## src/rtl/raid_pq_pkg.sv

```systemverilog
// Shared constants and the GF(2^8) multiply used by the parity datapath.
// Assumes polynomials are given as their low byte with x^8 implicit.
package raid_pq_pkg;

    // Extra sources appended at most by a continuation operation
    localparam int EXTRA_MAX = 3;

    // Shift-and-reduce GF(2^8) product over 8 iterations
    function automatic logic [7:0] gf_mul(input logic [7:0] a,
                                          input logic [7:0] b,
                                          input logic [7:0] poly);
        logic [7:0] acc;
        logic [7:0] sh;
        acc = 8'h00;
        sh  = a;
        for (int i = 0; i < 8; i++) begin
            if (b[i]) acc = acc ^ sh;
            sh = {sh[6:0], 1'b0} ^ (sh[7] ? poly : 8'h00);
        end
        return acc;
    endfunction

endpackage

```

## src/rtl/raid_pq_gfmul.sv

```systemverilog
// One byte-wide combinational GF(2^8) multiplier.
// Assumes poly holds the reduction polynomial without its x^8 term.
module raid_pq_gfmul (
    input  logic [7:0] a,
    input  logic [7:0] b,
    input  logic [7:0] poly,
    output logic [7:0] prod
);
    import raid_pq_pkg::*;

    // Product of the data byte and the coefficient
    always_comb prod = gf_mul(a, b, poly);

endmodule

```

## src/rtl/raid_pq_ctrl.sv

```systemverilog
// Operation control: checks a start request, tracks the source and beat
// position, and raises the group-end and done events.
// Assumes beats arrive position-major and source-minor.
module raid_pq_ctrl #(
    parameter int MAX_SRC   = 16,
    parameter int LANES     = 4,
    parameter int MAX_BYTES = 1048576
) (
    input  logic                               clk,
    input  logic                               rst_n,
    input  logic                               start_valid,
    input  logic                               start_dual,
    input  logic                               start_cont,
    input  logic [$clog2(MAX_SRC)-1:0]         start_nsrc_m1,
    input  logic [$clog2(MAX_BYTES):0]         start_len,
    output logic                               start_ready,
    output logic                               start_fire,
    output logic                               op_reject,
    input  logic                               in_valid,
    input  logic                               out_pending,
    output logic                               in_ready,
    output logic                               in_fire,
    output logic                               group_end,
    output logic                               done
);
    localparam int CNT_W   = $clog2(MAX_SRC);
    localparam int IDX_W   = $clog2(MAX_SRC + raid_pq_pkg::EXTRA_MAX);
    localparam int LEN_W   = $clog2(MAX_BYTES) + 1;
    localparam int LANE_SH = $clog2(LANES);
    localparam int BEAT_W  = LEN_W - LANE_SH;

    logic              busy;
    logic [IDX_W-1:0]  last_src, src_ctr, extra;
    logic [BEAT_W-1:0] last_beat, beat_ctr;
    logic              len_ok, src_ok;

    // Number of sources appended by continuation
    always_comb begin
        if (!start_cont)     extra = '0;
        else if (start_dual) extra = IDX_W'(3);
        else                 extra = IDX_W'(1);
    end

    // Start request legality: length and minimum source count
    always_comb begin
        len_ok = (start_len != '0) &&
                 ((start_len & LEN_W'(LANES - 1)) == '0) &&
                 (start_len <= LEN_W'(MAX_BYTES));
        src_ok = !(start_dual && (start_nsrc_m1 == '0));
    end

    // Handshake qualifiers
    always_comb begin
        start_ready = !busy;
        start_fire  = start_valid && !busy && len_ok && src_ok;
        in_ready    = busy && !out_pending;
        in_fire     = in_valid && in_ready;
        group_end   = in_fire && (src_ctr == last_src);
    end

    // Operation state and position counters
    always_ff @(posedge clk) begin
        if (!rst_n) begin
            busy      <= 1'b0;
            done      <= 1'b0;
            op_reject <= 1'b0;
            last_src  <= '0;
            last_beat <= '0;
            src_ctr   <= '0;
            beat_ctr  <= '0;
        end else begin
            done      <= 1'b0;
            op_reject <= start_valid && !busy && !(len_ok && src_ok);
            if (start_fire) begin
                busy      <= 1'b1;
                last_src  <= IDX_W'(start_nsrc_m1) + extra;
                last_beat <= start_len[LEN_W-1:LANE_SH] - BEAT_W'(1);
                src_ctr   <= '0;
                beat_ctr  <= '0;
            end else if (in_fire) begin
                if (src_ctr == last_src) begin
                    src_ctr <= '0;
                    if (beat_ctr == last_beat) begin
                        busy <= 1'b0;
                        done <= 1'b1;
                    end else begin
                        beat_ctr <= beat_ctr + BEAT_W'(1);
                    end
                end else begin
                    src_ctr <= src_ctr + IDX_W'(1);
                end
            end
        end
    end

    assert_done_pulse_R10: assert property (@(posedge clk) disable iff (!rst_n)
        done |=> !done);
    assert_done_idle_R10: assert property (@(posedge clk) disable iff (!rst_n)
        done |-> start_ready);
    assert_reject_idle_R5: assert property (@(posedge clk) disable iff (!rst_n)
        op_reject |-> (start_ready && !in_ready));
    assert_ctr_bound_R2: assert property (@(posedge clk) disable iff (!rst_n)
        busy |-> (src_ctr <= last_src && beat_ctr <= last_beat));

endmodule

```

## src/rtl/raid_pq_coefs.sv

```systemverilog
// Q coefficient table loaded on start. Data sources take their programmed
// coefficient in dual mode; the continuation slots get 0, 0, 1; everything
// is 0 in XOR mode. Assumes load only while the block is idle.
module raid_pq_coefs #(
    parameter int MAX_SRC = 16
) (
    input  logic                                              clk,
    input  logic                                              rst_n,
    input  logic                                              load,
    input  logic                                              dual,
    input  logic                                              cont,
    input  logic [$clog2(MAX_SRC)-1:0]                        nsrc_m1,
    input  logic [MAX_SRC*8-1:0]                              qcoef_in,
    input  logic [$clog2(MAX_SRC+raid_pq_pkg::EXTRA_MAX)-1:0] sel,
    output logic [7:0]                                        coef
);
    localparam int IDX_W = $clog2(MAX_SRC + raid_pq_pkg::EXTRA_MAX);
    localparam int SLOTS = 1 << IDX_W;

    logic [IDX_W-1:0] n_src;
    logic [7:0]       slot [SLOTS];

    // Data source count
    always_comb n_src = IDX_W'(nsrc_m1) + IDX_W'(1);

    for (genvar i = 0; i < SLOTS; i++) begin : gen_slot
        if (i < MAX_SRC) begin : gen_data
            // Slot that may hold a programmed data coefficient
            always_ff @(posedge clk) begin
                if (!rst_n)
                    slot[i] <= 8'h00;
                else if (load) begin
                    if (dual && IDX_W'(i) < n_src)
                        slot[i] <= qcoef_in[i*8 +: 8];
                    else if (dual && cont && IDX_W'(i) == n_src + IDX_W'(2))
                        slot[i] <= 8'h01;
                    else
                        slot[i] <= 8'h00;
                end
            end
        end else begin : gen_ext
            // Slot reachable only by continuation sources
            always_ff @(posedge clk) begin
                if (!rst_n)
                    slot[i] <= 8'h00;
                else if (load)
                    slot[i] <= (dual && cont && IDX_W'(i) == n_src + IDX_W'(2))
                               ? 8'h01 : 8'h00;
            end
        end
    end

    // Coefficient of the current beat's tag
    always_comb coef = slot[sel];

endmodule

```

## src/rtl/raid_pq_lanes.sv

```systemverilog
// Byte-lane datapath: a multiplier per lane, the P and Q accumulators and
// the output register. Assumes clear and fire never coincide.
module raid_pq_lanes #(
    parameter int LANES = 4
) (
    input  logic               clk,
    input  logic               rst_n,
    input  logic               clear,
    input  logic               fire,
    input  logic               group_end,
    input  logic [LANES*8-1:0] data,
    input  logic [7:0]         coef,
    input  logic [7:0]         poly,
    input  logic               out_ready,
    output logic               out_valid,
    output logic [LANES*8-1:0] out_p,
    output logic [LANES*8-1:0] out_q
);
    localparam int DW = LANES * 8;

    logic [DW-1:0] prod, acc_p, acc_q;

    for (genvar l = 0; l < LANES; l++) begin : gen_lane
        raid_pq_gfmul u_mul (
            .a    (data[l*8 +: 8]),
            .b    (coef),
            .poly (poly),
            .prod (prod[l*8 +: 8])
        );
    end

    // Accumulate a beat; at the last source, publish the result and restart
    always_ff @(posedge clk) begin
        if (!rst_n) begin
            acc_p     <= '0;
            acc_q     <= '0;
            out_p     <= '0;
            out_q     <= '0;
            out_valid <= 1'b0;
        end else begin
            if (clear) begin
                acc_p <= '0;
                acc_q <= '0;
            end else if (fire) begin
                if (group_end) begin
                    acc_p <= '0;
                    acc_q <= '0;
                    out_p <= acc_p ^ data;
                    out_q <= acc_q ^ prod;
                end else begin
                    acc_p <= acc_p ^ data;
                    acc_q <= acc_q ^ prod;
                end
            end
            if (fire && group_end)
                out_valid <= 1'b1;
            else if (out_ready)
                out_valid <= 1'b0;
        end
    end

    assert_out_hold_R11: assert property (@(posedge clk) disable iff (!rst_n)
        (out_valid && !out_ready) |=> (out_valid && $stable(out_p) && $stable(out_q)));
    assert_no_overwrite_R11: assert property (@(posedge clk) disable iff (!rst_n)
        group_end |-> !out_valid);

endmodule

```

## src/rtl/raid_pq_engine.sv

```systemverilog
// RAID parity engine top: P-only or P+Q over streamed sources, with
// continuation and a programmable reduction polynomial.
// Assumes sources arrive one beat per source per position, position by position.
module raid_pq_engine #(
    parameter int         MAX_SRC    = 16,
    parameter int         LANES      = 4,
    parameter int         MAX_BYTES  = 1048576,
    parameter logic [7:0] POLY_RESET = 8'h1D
) (
    input  logic                                              clk,
    input  logic                                              rst_n,
    input  logic                                              cfg_we,
    input  logic [7:0]                                        cfg_poly,
    input  logic                                              start_valid,
    output logic                                              start_ready,
    input  logic                                              start_dual,
    input  logic                                              start_cont,
    input  logic [$clog2(MAX_SRC)-1:0]                        start_nsrc_m1,
    input  logic [$clog2(MAX_BYTES):0]                        start_len,
    input  logic [MAX_SRC*8-1:0]                              start_qcoef,
    output logic                                              op_reject,
    input  logic                                              in_valid,
    output logic                                              in_ready,
    input  logic [$clog2(MAX_SRC+raid_pq_pkg::EXTRA_MAX)-1:0] in_src,
    input  logic [LANES*8-1:0]                                in_data,
    output logic                                              out_valid,
    input  logic                                              out_ready,
    output logic [LANES*8-1:0]                                out_p,
    output logic [LANES*8-1:0]                                out_q,
    output logic                                              done
);
    logic [7:0] poly_r;
    logic [7:0] coef;
    logic       start_fire, in_fire, group_end;

    // Reduction polynomial register
    always_ff @(posedge clk) begin
        if (!rst_n)      poly_r <= POLY_RESET;
        else if (cfg_we) poly_r <= cfg_poly;
    end

    raid_pq_ctrl #(.MAX_SRC(MAX_SRC), .LANES(LANES), .MAX_BYTES(MAX_BYTES)) u_ctrl (
        .clk           (clk),
        .rst_n         (rst_n),
        .start_valid   (start_valid),
        .start_dual    (start_dual),
        .start_cont    (start_cont),
        .start_nsrc_m1 (start_nsrc_m1),
        .start_len     (start_len),
        .start_ready   (start_ready),
        .start_fire    (start_fire),
        .op_reject     (op_reject),
        .in_valid      (in_valid),
        .out_pending   (out_valid),
        .in_ready      (in_ready),
        .in_fire       (in_fire),
        .group_end     (group_end),
        .done          (done)
    );

    raid_pq_coefs #(.MAX_SRC(MAX_SRC)) u_coefs (
        .clk      (clk),
        .rst_n    (rst_n),
        .load     (start_fire),
        .dual     (start_dual),
        .cont     (start_cont),
        .nsrc_m1  (start_nsrc_m1),
        .qcoef_in (start_qcoef),
        .sel      (in_src),
        .coef     (coef)
    );

    raid_pq_lanes #(.LANES(LANES)) u_lanes (
        .clk       (clk),
        .rst_n     (rst_n),
        .clear     (start_fire),
        .fire      (in_fire),
        .group_end (group_end),
        .data      (in_data),
        .coef      (coef),
        .poly      (poly_r),
        .out_ready (out_ready),
        .out_valid (out_valid),
        .out_p     (out_p),
        .out_q     (out_q)
    );

    assert_in_blocked_R11: assert property (@(posedge clk) disable iff (!rst_n)
        out_valid |-> !in_ready);
    assert_poly_hold_R9: assert property (@(posedge clk) disable iff (!rst_n)
        !cfg_we |=> $stable(poly_r));

endmodule

```

## config.mk

```make
export PLATFORM = sky130hd
export DESIGN_NAME = raid_pq_engine
export DESIGN_NICKNAME = d
export VERILOG_FILES = /design/src/rtl/raid_pq_pkg.sv /design/src/rtl/raid_pq_gfmul.sv /design/src/rtl/raid_pq_ctrl.sv /design/src/rtl/raid_pq_coefs.sv /design/src/rtl/raid_pq_lanes.sv /design/src/rtl/raid_pq_engine.sv
export SDC_FILE = /design/constraint.sdc
export NUM_CORES = 1
export LEC_CHECK = 0
export BUFFER_PORTS_ARGS = -buffer_cell sky130_fd_sc_hd__buf_4
export CORE_AREA = 2 2 228 230
export CTS_BUF_LIST = sky130_fd_sc_hd__clkbuf_4 sky130_fd_sc_hd__clkbuf_8 sky130_fd_sc_hd__clkbuf_16
export CTS_CLUSTER_SIZE = 28
export DETAILED_ROUTE_END_ITERATION = 16
export DIE_AREA = 0 0 230 232
export PLACE_DENSITY = 0.75
export SYNTH_ARGS = -nofsm -noshare
export SYNTH_HDL_FRONTEND = slang
export SYNTH_SLANG_ARGS = --single-unit
```

## constraint.sdc

```tcl
create_clock -name clk -period 8.7 [get_ports clk]
set_clock_uncertainty 0.1 [all_clocks]
set_input_delay 1.74 -clock clk [delete_from_list [all_inputs] [get_ports clk]]
set_output_delay 1.74 -clock clk [all_outputs]
set_load 0.02 [all_outputs]
```

==> reports/metrics.csv <==
metric,value,unit
maxSlewViolCount,0,
ys_async_sr_fraction,0,%
wire_per_inst,26.4,µm
clk_transition_reported_paths,0.06,ns
drive_gt1_share,16.3,%
nets,3516,
min_to,u_lanes.out_q[29]$_SDFFE_PN0P_,
gr-total-overflow,0,
synthCells,3184,
drc_errors,0,
ant_nets,0,
synthDistinctLibCells,108,
synth_top_area_share,16.2,%
critPathKind,input pin to flop,
wirelength,106000,µm
r2r_cells,13,
synth_top_family_by_area,simple AND/OR/NAND/NOR gates,
core_region_area,50900,µm²
sequentialPowerShare,30.7,%
clock_path_buffers,3,
gp_congestion,1.10,
pre_cts_slack,2.20,ns
switching_share,37.0,%
regArea,8100,µm²
postCtsSetupBuffers,0,
synth_area,26600,µm²
synth_compound_area_share,19.1,%
p_leak,11.4,nW
die_h,232,µm
synth-seq-area-share,30.4,%
setup_viol,0,
yosysWarnings,0,
combPwrFrac,39.6,%
start_kind,input pin,
power_density,185,nW/µm²
outcome,"finished, final reports clean",
io_buffers,274,
path_max_fanout,25,
die_x,230,µm
postSynthAreaPerCell,8.36,µm²
io_pins,275,
dieArea,53400,µm²
yosysMostFrequentCell,nand2_1,
cts-resized-gates,0,
dr.first_iter.drc_count,3256,
cts_buffers,37,
fill_cells,4532,
finalCritPeriodShare,71.0,%
multi_input_area,17400,µm²
critical-path-max-stage-delay,0.88,ns
rrSetupSlack,2.58,ns
vias_per_cell,6.58,
dr_total_vias,26300,
synth_area_leaders,"edfxtp_1 16%, dfxtp_1 14%, xnor2_1 9.2%, nand2_1 5.2%, xor2_1 4.5%",
netSwitchingPower,0.00207,W
relSlewSlack,8.39,%
cpMostUsedCell,xnor3_1,
end_kind,flop,
synth_edf_count,144,
synth_xor_xnor_area_share,17.4,%
hold_start,u_lanes.out_q[29]$_SDFFE_PN0P_,
fin_tns_setup,0,ns
hold_path_class,flop to flop,
synthesis.nets,3406,
maxCapViolations,0,
whs_path_depth,2,
synth_top_area_cell,edfxtp_1,
rsz0062_at_grt,false,
firstDrtPassIters,8,
grt_pass1_wl,156000,µm
fp-row-count,83,
grt_max_degree,126,
yosys.area_share.adder,0.780,%
initial_core_util,52.3,%
htreeDepth,2,
syn2layout_area_growth,13.5,%
hpwl,74400,µm
antenna_found_initial,2,
synthTopCellsByCount,"370 x nand2_1, 317 x nor2_1, 279 x xnor2_1, 188 x dfxtp_1, 180 x o21ai_0",
setup_ws,2.52,ns
cp_num_buf_inv,1,
p_int,0.00353,W
clock.fmax,162,MHz
grt_pass1_vias,25400,
synth_ff_type,dfxtp_1,
grtUsageTotal,38.7,%
ir_drop,0.168,mV
path_cells,buf_4 -> mux2i_1 -> o221a_2 -> xnor2_2 -> xnor3_1 -> and2_1 -> nor4b_1 -> a311oi_2 -> xnor2_1 -> a211oi_1 -> o21ai_1 -> xnor3_1 -> o21ai_0,
required,9.05,ns
yosys.area_share.simple,22.9,%
worst_skew_pair.late_latency,0.60,ns
ys_ff_latch,332,
cts_root_buffer,clkbuf_16,
path_delay_family,XOR/XNOR gates,
worst_pin_slew,1.36,ns
r2r_end,u_lanes.out_q[27]$_SDFFE_PN0P_,
holdBufCountCts,0,
synth_mux_area_share,4.89,%
worstPathArrival,6.53,ns
pwr-share-clk,29.6,%
cts_tree,done,
critPathSlowestCell,xnor2_1,
numClockSinks,332,
fin_crit,6.18,ns
reg2reg_from,poly_r[6]$_SDFFE_PN0P_,
hold_viol_final,0,
routing by layer:
metal / vias to the layer above / part of all wire [%] / track usage [%]
li1: 11600 / - / -
met1: 12500 / 35 / 43.8
met2: 1671 / 46 / 64.6
met3: 493 / 9.7 / 8.25
met4: 0 / 8.9 / 28.5
met5: - / 0 / 0
stage by stage:
stage	utilization (%)	power, W	cell area, µm²	cells	hold WS [ns]
3_3_place_gp	56.8	0.00385	28900	3935	0.356
4_1_cts	59.3	0.00553	30200	4001	0.366
5_1_grt	59.4	0.00578	30200	4002	0.392
2_1_floorplan	-	0.00329	26600	3184	0.339
3_5_place_dp	56.8	0.00388	28900	3935	0.359
6_report	59.4	0.00560	30200	4003	0.363
worst register-to-register path: stages, from the launching register on:
cell      delay [ns]
dfxtp_2         0.61
buf_4           0.42
nand2b_1        0.54
o221a_2         0.35
xor2_2          0.66
nand4_1         0.28
and4_1          0.35
nor2_1          0.55
a311oi_2        0.21
xnor2_1         0.88
a211oi_1        0.20
o21ai_1         0.21
xnor3_1         0.44
o21ai_0         0.18
power groups by stage:
stage	sequential (W)	combinational, W	clock [W]
CTS	0.00172	0.00214	0.00167
detailed placement	0.00175	0.00213	0
floorplan	0.00174	0.00155	0
global route	0.00172	0.00233	0.00173
finish	0.00172	0.00222	0.00166
global placement	0.00175	0.00210	0
layout by cell type, fill, tap and decap left out, types with 25 or more instances in the layout:
master / n
xnor3_1: 37
nand2_1: 370
edfxtp_1: 144
clkbuf_16: 37
a21oi_1: 174
nor2_1: 314
nand4_1: 39
dfxtp_1: 183
o21ai_0: 180
nor3_1: 61
and3_1: 28
and2_1: 143
mux2i_1: 34
nor4_1: 26
mux4_2: 39
a211oi_1: 65
inv_1: 31
or3_1: 25
a21o_1: 27
o211ai_1: 38
buf_4: 324
xor2_1: 138
a31oi_1: 25
nand3_1: 119
xnor2_1: 279
kinds of logic (layout without fill, tap and decap cells):
logic type      count (synthesis)  in the layout
compound gates                753            753
xor+xnor                      462            462
fa+ha+maj                      16             16
buf+inv                       288            425
flops                         332            332
mux                            80             80
other cells                     0              2
simple gates                 1253           1253
flip-flops by register name (all words and copies together), names as in the netlist:
| register | flops |
|---|---|
| poly_r | 8 |
| u_coefs.slot | 144 |
| u_ctrl.beat_ctr | 19 |
| u_ctrl.busy | 1 |
| u_ctrl.done | 1 |
| u_ctrl.last_beat | 19 |
| u_ctrl.last_src | 5 |
| u_ctrl.op_reject | 1 |
| u_ctrl.src_ctr | 5 |
| u_lanes.acc_p | 32 |
| u_lanes.acc_q | 32 |
| u_lanes.out_p | 32 |
| u_lanes.out_q | 32 |
| u_lanes.out_valid | 1 |
how the worst max path moves through the flow:
stage | start | slack, ns | endpoint | depth (start not counted)
CTS | in_data[30] | 2.75 | u_lanes.out_q[27]$_SDFFE_PN0P_ | 13
global placement | in_data[30] | 2.36 | u_lanes.out_q[27]$_SDFFE_PN0P_ | 13
floorplan | start_len[12] | 2.13 | u_coefs.slot[0][0]$_SDFFCE_PP0P_ | 11
global route | in_data[30] | 2.26 | u_lanes.out_q[27]$_SDFFE_PN0P_ | 13
detailed placement | in_data[30] | 2.20 | u_lanes.out_q[27]$_SDFFE_PN0P_ | 13
finish | in_data[30] | 2.52 | u_lanes.out_q[27]$_SDFFE_PN0P_ | 13
final cells by class:
cell class,instances,share of cell area (%)
Multi-Input combinational cell,2564,57.6
Sequential cell,332,26.8
Timing Repair Buffer,324,8.05
Clock buffer,50,3.51
Tap cell,680,2.82
Clock inverter,16,0.737
Inverter,35,0.452
Antenna cell,2,0.0166
No activity file was read; power rests on OpenSTA's default activity.
